File: config.mk
export PLATFORM = sky130hd
export DESIGN_NAME = txenc_top
export DESIGN_NICKNAME = d
export VERILOG_FILES = /design/src/rtl/txenc_pkg.sv /design/src/rtl/txenc_precode.sv /design/src/rtl/txenc_slot_map.sv /design/src/rtl/txenc_hist.sv /design/src/rtl/txenc_top.sv
export SDC_FILE = /design/constraint.sdc
export NUM_CORES = 1
export LEC_CHECK = 0
export BUFFER_PORTS_ARGS = -buffer_cell sky130_fd_sc_hd__buf_2
export CELL_PAD_IN_SITES_DETAIL_PLACEMENT = 0
export CELL_PAD_IN_SITES_GLOBAL_PLACEMENT = 1
export CORE_MARGIN = 4
export CORE_UTILIZATION = 40
export DETAILED_ROUTE_END_ITERATION = 7
export PLACE_DENSITY_LB_ADDON = 0.1
export SETUP_SLACK_MARGIN = 0.05
export SLEW_MARGIN = 10
export SYNTH_ARGS = -nofsm -noshare
export SYNTH_HDL_FRONTEND = slang
export SYNTH_SLANG_ARGS = --single-unit
export TNS_END_PERCENT = 20
File: constraint.sdc
create_clock -name clk -period 5.9 [get_ports clk]
set_clock_uncertainty 0.05 [all_clocks]
set_input_delay 1.18 -clock clk [delete_from_list [all_inputs] [get_ports clk]]
set_output_delay 1.18 -clock clk [all_outputs]
set_load 0.03 [all_outputs]
File: src/rtl/txenc_pkg.sv
package txenc_pkg;

  typedef enum logic [1:0] {
    ENC_NRZ    = 2'd0,
    ENC_DEEMPH = 2'd1,
    ENC_DUOB   = 2'd2,
    ENC_RSVD   = 2'd3
  } enc_mode_e;

  typedef struct packed {
    logic b3;
    logic b2;
    logic b1;
    logic b0;
  } path_t;

endpackage

File: src/rtl/txenc_precode.sv
module txenc_precode #(
  parameter int LANES = 4
) (
  input  logic [LANES-1:0] x_word,
  input  logic             p_carry,
  output logic [LANES-1:0] p_word
);

  // serial XOR chain, slot 0 earliest
  for (genvar i = 0; i < LANES; i++) begin : g_chain
    if (i == 0) begin : g_head
      assign p_word[i] = p_carry ^ x_word[i];
    end else begin : g_link
      assign p_word[i] = p_word[i-1] ^ x_word[i];
    end
  end

endmodule

File: src/rtl/txenc_slot_map.sv
module txenc_slot_map
  import txenc_pkg::*;
(
  input  enc_mode_e   mode,
  input  logic        x_cur,
  input  logic        x_prev,
  input  logic        p_cur,
  input  logic        p_prev,
  output path_t       path,
  output logic [1:0]  sym
);

  always_comb begin
    case (mode)
      ENC_DEEMPH: begin
        path = {~x_prev, x_cur, x_cur, x_cur};
        sym  = {x_cur, 1'b0};
      end
      ENC_DUOB: begin
        path = {p_prev, p_prev, p_cur, p_cur};
        sym  = {1'b0, p_cur} + {1'b0, p_prev};
      end
      default: begin
        path = {4{x_cur}};
        sym  = {x_cur, 1'b0};
      end
    endcase
  end

endmodule

File: src/rtl/txenc_hist.sv
module txenc_hist (
  input  logic clk,
  input  logic rst_n,
  input  logic en,
  input  logic x_last,
  input  logic p_last,
  output logic prev_x,
  output logic prev_p
);

  logic prev_x_d;
  logic prev_p_d;

  always_comb begin
    prev_x_d = prev_x;
    prev_p_d = prev_p;
    if (en) begin
      prev_x_d = x_last;
      prev_p_d = p_last;
    end
  end

  always_ff @(posedge clk or negedge rst_n) begin
    if (!rst_n) begin
      prev_x <= 1'b0;
      prev_p <= 1'b0;
    end else begin
      prev_x <= prev_x_d;
      prev_p <= prev_p_d;
    end
  end

endmodule

File: src/rtl/txenc_top.sv
module txenc_top
  import txenc_pkg::*;
#(
  parameter int LANES = 4
) (
  input  logic                 clk,
  input  logic                 rst_n,
  input  logic                 word_vld,
  input  logic [1:0]           mode_sel,
  input  logic [LANES-1:0]     word_in,
  output logic                 out_vld,
  output logic [4*LANES-1:0]   path_q,
  output logic [2*LANES-1:0]   sym_q
);

  localparam int PW = 4 * LANES;
  localparam int SW = 2 * LANES;

  enc_mode_e        mode_e;
  logic             hist_x;
  logic             hist_p;
  logic [LANES-1:0] p_chain;
  logic [PW-1:0]    path_c;
  logic [PW-1:0]    path_d;
  logic [SW-1:0]    sym_c;
  logic [SW-1:0]    sym_d;
  logic             vld_d;

  assign mode_e = enc_mode_e'(mode_sel);

  txenc_precode #(.LANES(LANES)) u_pre (
    .x_word  (word_in),
    .p_carry (hist_p),
    .p_word  (p_chain)
  );

  txenc_hist u_hist (
    .clk    (clk),
    .rst_n  (rst_n),
    .en     (word_vld),
    .x_last (word_in[LANES-1]),
    .p_last (p_chain[LANES-1]),
    .prev_x (hist_x),
    .prev_p (hist_p)
  );

  for (genvar i = 0; i < LANES; i++) begin : g_slot
    logic  xp;
    logic  pp;
    path_t pth;
    if (i == 0) begin : g_first
      assign xp = hist_x;
      assign pp = hist_p;
    end else begin : g_next
      assign xp = word_in[i-1];
      assign pp = p_chain[i-1];
    end
    txenc_slot_map u_map (
      .mode   (mode_e),
      .x_cur  (word_in[i]),
      .x_prev (xp),
      .p_cur  (p_chain[i]),
      .p_prev (pp),
      .path   (pth),
      .sym    (sym_c[2*i+:2])
    );
    assign path_c[4*i+:4] = pth;
  end

  always_comb begin
    vld_d  = word_vld;
    path_d = path_q;
    sym_d  = sym_q;
    if (word_vld) begin
      path_d = path_c;
      sym_d  = sym_c;
    end
  end

  always_ff @(posedge clk or negedge rst_n) begin
    if (!rst_n) begin
      out_vld <= 1'b0;
      path_q  <= '0;
      sym_q   <= '0;
    end else begin
      out_vld <= vld_d;
      path_q  <= path_d;
      sym_q   <= sym_d;
    end
  end

  // ---------------- checks on the registered word ----------------
  logic [LANES-1:0] pair_ok;
  logic [LANES-1:0] flat_ok;
  logic [LANES-1:0] lvl_ok;

  for (genvar i = 0; i < LANES; i++) begin : g_chk
    assign pair_ok[i] = (path_q[4*i] == path_q[4*i+1]) && (path_q[4*i+2] == path_q[4*i+3]);
    assign flat_ok[i] = (path_q[4*i+:4] == 4'h0) || (path_q[4*i+:4] == 4'hF);
    assign lvl_ok[i]  = (sym_q[2*i+:2] != 2'b11);
  end


  vld_follow_chk: assert property (@(posedge clk) disable iff (!rst_n)
    word_vld |=> out_vld);


  vld_idle_chk: assert property (@(posedge clk) disable iff (!rst_n)
    !word_vld |=> !out_vld);


  hold_chk: assert property (@(posedge clk) disable iff (!rst_n)
    !word_vld |=> ($stable(path_q) && $stable(sym_q)));


  duob_pair_chk: assert property (@(posedge clk) disable iff (!rst_n)
    (word_vld && mode_sel == 2'd2) |=> (&pair_ok));


  nrz_flat_chk: assert property (@(posedge clk) disable iff (!rst_n)
    (word_vld && (mode_sel == 2'd0 || mode_sel == 2'd3)) |=> (&flat_ok));


  level_chk: assert property (@(posedge clk) disable iff (!rst_n)
    out_vld |-> (&lvl_ok));

endmodule

Word-level counts from Yosys, hierarchy flattened
Cells that the tools add are included.

operators by class
  $add $sub $neg = 4
  eq/ne operators = 2
  bitwise logic cells = 8
  mux-type cells = 8

operators with widths
  operator              number
  $pmux W4 S2           4
  $add A1 B1 Y2         4
  $mux W2               4
  $not A1 Y1            4
  $xor A1 B1 Y1         4
  $eq A2 B1 Y1 const B  1
  $eq A2 B2 Y1 const B  1

storage, ports and cells
  output and inout port bits = 25
  input bits = 9
  bits in registers = 27
  logic and storage cells = 27

Longest topological paths before layout
Gate-level depths: netlist of the first run.

  word-level depth = 6
  depth in mapped cells = 11
  gate-level depth less buffers = 11

Modules after synthesis
A second synthesis of the first run with hierarchy kept.

unflattened totals
  cell total of the unflattened synthesis = 133
  area total of the unflattened synthesis = 1695.4 um^2

modules (own cells, without submodules)
  module          sequential area each (um^2)  cells an instance  area each (um^2)  times used
  txenc_top       625.6                        52                 1022.2            1
  txenc_slot_map  0.0                          18                 133.9             4
  txenc_hist      50.0                         4                  72.6              1
  txenc_precode   0.0                          5                  65.1              1

Worst setup path before layout of the first run
OpenSTA, ideal clock, no wires.

  path type = input-to-reg
  start = input word_in[0]
  end = register path_q[13]
  slack = 2.794 ns
  path buffers = 0
  data required time = 5.773 ns
  cell stages on the path = 11
  arrival = 2.979 ns
  library setup time = 0.077 ns
  path through = inv_1 > ha_1 > inv_1 > ha_1 > inv_1 > ha_1 > inv_1 > ha_1 > nor3b_1 > a21oi_1 > a21oi_1

between the ends
  word-level cells in the longest chain between the ends = 5

ends and longest elaborated chain
  element                     RTL line              text
  start: declaration          txenc_top.sv:10       input logic [LANES-1:0] word_in,
  $xor A1 B1 Y1               txenc_precode.sv:12   assign p_word[i] = p_carry ^ x_word[i];
  $xor A1 B1 Y1 (3 in a row)  txenc_precode.sv:14   assign p_word[i] = p_word[i-1] ^ x_word[i];
  $pmux W4 S2                 txenc_slot_map.sv:14  case (mode)
  end signal: assignment      txenc_top.sv:87       path_q <= path_d;
  end: declaration            txenc_top.sv:12       output logic [4*LANES-1:0] path_q,

No other way between the ends.
A chain may end at the register's enable or synchronous reset.

Final worst setup path of the first run
Same ends and word-level chain as after synthesis.

==> flow_summary.ini, run 1 <==
[status]
status = complete, no violations

[cts]
cts-resized-gates = 0
clockBufferDepth = 2
cts_htree_levels = 1
cts_tree = yes
cts_inserted_buffers = 3
clock_sinks = 23
clock_latency_ns = 0.31
cts_root_buf = clkbuf_4
clkSlewWorstSetupHoldPaths_ns = 0.13
post_cts.repair.setup_buffers = 0
hold_buffers = 0

[yosys]
synthTopCellsByCount = dfrtp_1 (23), a21oi_1 (22), inv_1 (16), nor2_1 (16), ha_1 (6)
netlist_area_um2 = 1187
synth_cells = 126
synth_cell_types = 22
synth_fp_nets = 141
yosysSeqAreaShare_pct = 48.47
synth_edf_count = 0
synth_most_common_cell = dfrtp_1
synth_ff_type = dfrtp_1
synth_seq_cells = 23
synth_area_leaders = dfrtp_1 (48%), a21oi_1 (9.3%), ha_1 (6.3%), inv_1 (5.1%), nor2_1 (5.1%)
syn_area_per_cell_um2 = 9.424
synth.largest_area_cell = dfrtp_1
async_reset_ff_share_pct = 100.0
synth_top_area_share_pct = 48.47
ys_warn_count = 0

[sta]
fmax_ghz = 0.3275
worst_slew_pin_slew_ns = 0.6773
fin_crit_ns = 3.054
finalCritPeriodShare_pct = 51.75
maxSlewViolCount = 0
whs_ns = 0.4864
hold_viol_final = 0
tns_ns = 0
relSlewSlack_pct = 54.85
rsz0062_at_grt = false
setup_violations = 0

[routing]
viasPerCell = 5.077
drt_iter0_drc = 27
drc_errors = 0
firstDrtPassIters = 4
ant_nets = 0
wl_per_cell_um = 13.85
vias = 924
wl_um = 2520

[worst_setup_path]
cp_data_required_time_ns = 6.10
critPathTopFamily = adder cells
cp_num_buf_inv = 5
timing.rr.start = u_hist.prev_p
r2r_slack_ns = 3.40
startpoint_type = input pin
cp_cell_sequence = buf_2, inv_1, ha_1, inv_1, ha_1, inv_1, ha_1, inv_1, ha_1, nor3b_1, a21oi_1, a21oi_1
cp.arrival_ns = 3.26
critical_path.max_fanout = 5
critical_path_class = in -> reg
cpPeakStageDelay_ns = 0.35
worstRegToRegCells = 10
r2r-end = path_q[13]
crit_path_top_delay_cell = ha_1
crit_path_end_kind = register

[floorplanning]
die_area_um2 = 3904
initial_core_util_pct = 42.33
die_w_um = 62.49
fp.coreArea_um2 = 2805
fp-row-count = 19
ios = 34
die_h_um = 62.49

[placement]
gp_congestion = 0.7735
dp_hpwl_um = 1873
portBuffers = 33

[layout]
fillers = 288
diodes = 0
drive_gt1_share_pct = 25.83
nets = 167
syn_to_final_growth_pct = 12.54
ff_latch_area_um2 = 575.6
multi_input_area_um2 = 469.2

[grt]
grt_max_degree = 44
grt_use_total_pct = 13.76
overflow = 0
grt_pass1_vias = 874
grt_pass1_wl_um = 4291
grt_antenna_before_repair = 0

[hold_path]
hp-class = reg -> reg
worstHoldStart = path_q[3]
hold_end = path_q[3]
whs_path_depth = 2

[job]
drv_cap = 0

[power]
powerDensity_nw_per_um2 = 360.8
vdd_drop_max_uv = 128.4
power.leakage_uw = 0.0006588
[tightest hold or removal path, stage by stage (launching register included)]
cell	delay, ns
dfrtp_1	0.39
inv_1	0.05
o22ai_1	0.06
[cell usage in the layout, fill, tap and decap left out]
cell type | netlist | routed
nor2_1 | 16 | 16
a21oi_1 | 22 | 22
ha_1 | 6 | 6
o22ai_1 | 4 | 4
nand2_1 | 3 | 3
mux2i_1 | 4 | 4
nor3b_2 | 1 | 1
a221oi_1 | 1 | 1
clkbuf_4 | 0 | 3
xor2_1 | 1 | 1
dfrtp_1 | 23 | 23
or2_1 | 1 | 1
a31oi_1 | 4 | 4
buf_2 | 3 | 33
clkinv_2 | 0 | 1
xnor2_1 | 2 | 2
nor3b_1 | 3 | 3
a32oi_2 | 1 | 1
o21ai_0 | 3 | 3
nand3_1 | 3 | 3
inv_1 | 16 | 16
[metrics by stage]
stage | utilization (%) | total power (uW) | cell area (um2) | std cells | worst slack (ns)
after global routing | 47.64 | 514.1 | 1336 | 182 | 2.680
after CTS | 47.64 | 486.9 | 1336 | 182 | 2.836
after detailed placement | 46.65 | 412.7 | 1309 | 178 | 2.481
final | 47.64 | 482.1 | 1336 | 182 | 2.846
after floorplan | - | 363.2 | 1187 | 126 | 2.794
after global placement | 46.65 | 410.9 | 1309 | 178 | 2.566
[final cells by class]
class                      instances  area share, %
multi-input combinational         75          35.11
tap                               31          2.903
timing repair buffer              33          12.36
inverter                          16          4.494
clock buffer                       3          1.685
clock inverter                     1         0.3745
sequential                        23          43.07
[registers in the layout, summed over array words and instances (netlist names)]
name,flops
path_q,12
sym_q,8
out_vld,1
u_hist.prev_p,1
u_hist.prev_x,1
[routing by layer]
layer	up-vias	global-route usage (%)	routed length [um]	part of all wire, %
li1	469	-	-	-
met2	26	19.71	1116	44
met4	0	4.959	31	1.2
met3	5	3.058	123	4.9
met5	-	0	0	0
met1	424	20.18	1249	50
[power by group]
group | internal (uW) | switching [uW]
clock network | 25.4 | 49.2
registers | 184 | 17.7
logic | 71.1 | 135
[worst max path at each step]
| stage | from | to | cells after the start |
|---|---|---|---|
| global route | word_in[0] | path_q[13] | 12 |
| floorplan | word_in[0] | path_q[13] | 11 |
| global placement | word_in[0] | path_q[13] | 12 |
| detailed placement | word_in[0] | path_q[13] | 12 |
| CTS | word_in[0] | path_q[13] | 12 |
| finish | word_in[0] | path_q[13] | 12 |
[kinds of logic (layout without fill, tap and decap cells)]
group,Yosys count,in the layout,synth area share [%]
AO/OA/AOI/OAI,35,35,16.86
adder cells (fa/ha/maj),6,6,6.322
flip-flops,23,23,48.47
buffers and inverters,28,53,12.01
AND/OR/NAND/NOR,27,27,10.75
XOR/XNOR,3,3,2.213
multiplexers,4,4,3.372
No activity file was read; power rests on OpenSTA's default activity.
==> inputs of run 2 (changes only) <==
- ABC_AREA: not set -> 1
- CORE_UTILIZATION: 40 -> 33
- clock period: 5.9 -> 2.6 ns (I/O delays scaled with it)
==> run 2 against run 1 <==
- clock-buffer cell count increased by 1
- combinational power increased by 110%
- sequential power increased by 120%
- final cell count increased by 26%
- core utilization decreased by 5.9 points
- routed wire length increased by 9.7%
- clock power increased to 2.9 times the previous value
- worst hold slack got worse by 0.31 ns
- die area increased by 20%
- critical path type is now reg -> reg
- critical endpoint unchanged
==> flow_summary.ini, run 2 <==
[cts]
hold_buffers = 0
clkSlewWorstSetupHoldPaths_ns = 0.08
clock_sinks = 23
cts-resized-gates = 0
cts_htree_levels = 1
cts_inserted_buffers = 3
cts_tree = yes
clockBufferDepth = 2
post_cts.repair.setup_buffers = 0
cts_root_buf = clkbuf_8
clock_latency_ns = 0.26

[worst_setup_path]
startpoint_type = register
crit_path_end_kind = register
critical_path.max_fanout = 5
crit_path_top_delay_cell = dfrtp_1
timing.rr.start = u_hist.prev_p
r2r_slack_ns = 0.28
cp_cell_sequence = ha_1, inv_1, ha_1, inv_1, ha_1, inv_1, ha_1, nor2_1, nand2_1, a21oi_1
cp.arrival_ns = 2.46
cp_data_required_time_ns = 2.74
crit_start = u_hist.prev_p
critical_path_class = reg -> reg
critPathTopFamily = adder cells
cp_num_buf_inv = 3
cp_common_cell = ha_1
cpPeakStageDelay_ns = 0.44

[routing]
drt_iter0_drc = 87
wl_um = 2764
vias = 1025
wl_per_cell_um = 12.02
firstDrtPassIters = 4
viasPerCell = 4.457
ant_nets = 0
drc_errors = 0

[power]
vdd_drop_max_uv = 249.5
power.leakage_uw = 0.0008259
powerDensity_nw_per_um2 = 774.6

[sta]
fin_crit_ns = 2.322
finalCritPeriodShare_pct = 89.31
worst_slew_pin_slew_ns = 0.5197
maxSlewViolCount = 0
rsz0062_at_grt = false
fmax_ghz = 0.4306
tns_ns = 0
setup_violations = 0
hold_viol_final = 0
whs_ns = 0.1743
relSlewSlack_pct = 65.36

[floorplanning]
die_h_um = 68.58
initial_core_util_pct = 35.19
die_w_um = 68.58
die_area_um2 = 4703
ios = 34
fp.coreArea_um2 = 3442
fp-row-count = 21

[yosys]
synth.largest_area_cell = dfrtp_1
synth_most_common_cell = nand2_1
synth_ff_type = dfrtp_1
synth_cells = 153
synth_edf_count = 0
synth_seq_cells = 23
synth_fp_nets = 168
synth_cell_types = 16
yosysSeqAreaShare_pct = 47.52
synth_area_leaders = dfrtp_1 (48%), nand2_1 (11%), inv_1 (6.8%), ha_1 (6.2%), nor2_1 (5.3%)
async_reset_ff_share_pct = 100.0
synthTopCellsByCount = nand2_1 (36), dfrtp_1 (23), inv_1 (22), nor2_1 (17)
syn_area_per_cell_um2 = 7.916
ys_warn_count = 0
netlist_area_um2 = 1211
synth_top_area_share_pct = 47.52

[layout]
fillers = 373
final_common_cell = nand2_1
largest_reg_flops = 12
drive_gt1_share_pct = 25.00
top_regs = path_q (12), sym_q (8)
layout_common_cells = nand2_1 (36), buf_2 (33), dfrtp_1 (23)
ff_latch_area_um2 = 575.6
largest-register = path_q
nets = 200
final_core_util_pct = 41.69
diodes = 0
syn_to_final_growth_pct = 18.49
multi_input_area_um2 = 486.7

[grt]
grt_antenna_before_repair = 0
grt_pass1_vias = 1017
grt_max_degree = 26
overflow = 0
grt_pass1_wl_um = 4623
grt_use_total_pct = 13.16

[status]
status = complete, no violations

[placement]
dp_hpwl_um = 2097
portBuffers = 33
gp_congestion = 0.8657

[job]
drv_cap = 0

[hold_path]
hp-class = in -> async
[run 2: metrics by stage]
step           setup slack [ns]  area, um2  power, uW  std cells
2_1_floorplan            0.2518       1211      766.1        153
3_3_place_gp             0.1091       1390      896.6        226
3_5_place_dp            0.06289       1390      904.7        226
4_1_cts                  0.2724       1435       1132        230
5_1_grt                  0.1098       1435       1198        230
6_report                 0.2779       1435       1112        230
[run 2: final timing paths]
path | to | depth (start not counted)
max | path_q[13] | 10
min | sym_q[7] | 1
max reg2reg | path_q[13] | 10
min reg2reg | sym_q[2] | 2
max in group asynchronous | path_q[11] | 1
min in group clk | sym_q[2] | 2
[run 2: routing by layer]
metal	global-route usage (%)	part of all wire [%]
met4	4.467	0.58
met5	0	0
met2	21.33	45
met1	17.40	48
met3	2.593	5.9
[run 2: where the power goes]
group	total, uW	leakage, uW	internal, uW	switching, uW
Clock	217	0.0000228	109	108
Sequential	453	0.000277	416	36.6
Combinational	442	0.000527	143	298
Total	1110	0.000826	669	443
[run 2: cell families after synthesis]
family	count (synthesis)	synth area share [%]
flip-flops	23	47.52
buffers and inverters	32	12.29
AND/OR/NAND/NOR	68	23.45
AO/OA/AOI/OAI	24	10.54
adder cells (fa/ha/maj)	6	6.198
[run 2: cell type report]
class,count,share of cell area (%)
Sequential cell,23,40.10
Inverter,24,6.277
Clock buffer,4,3.139
Tap cell,46,4.010
Multi-Input combinational cell,98,33.91
Timing Repair Buffer,35,12.55
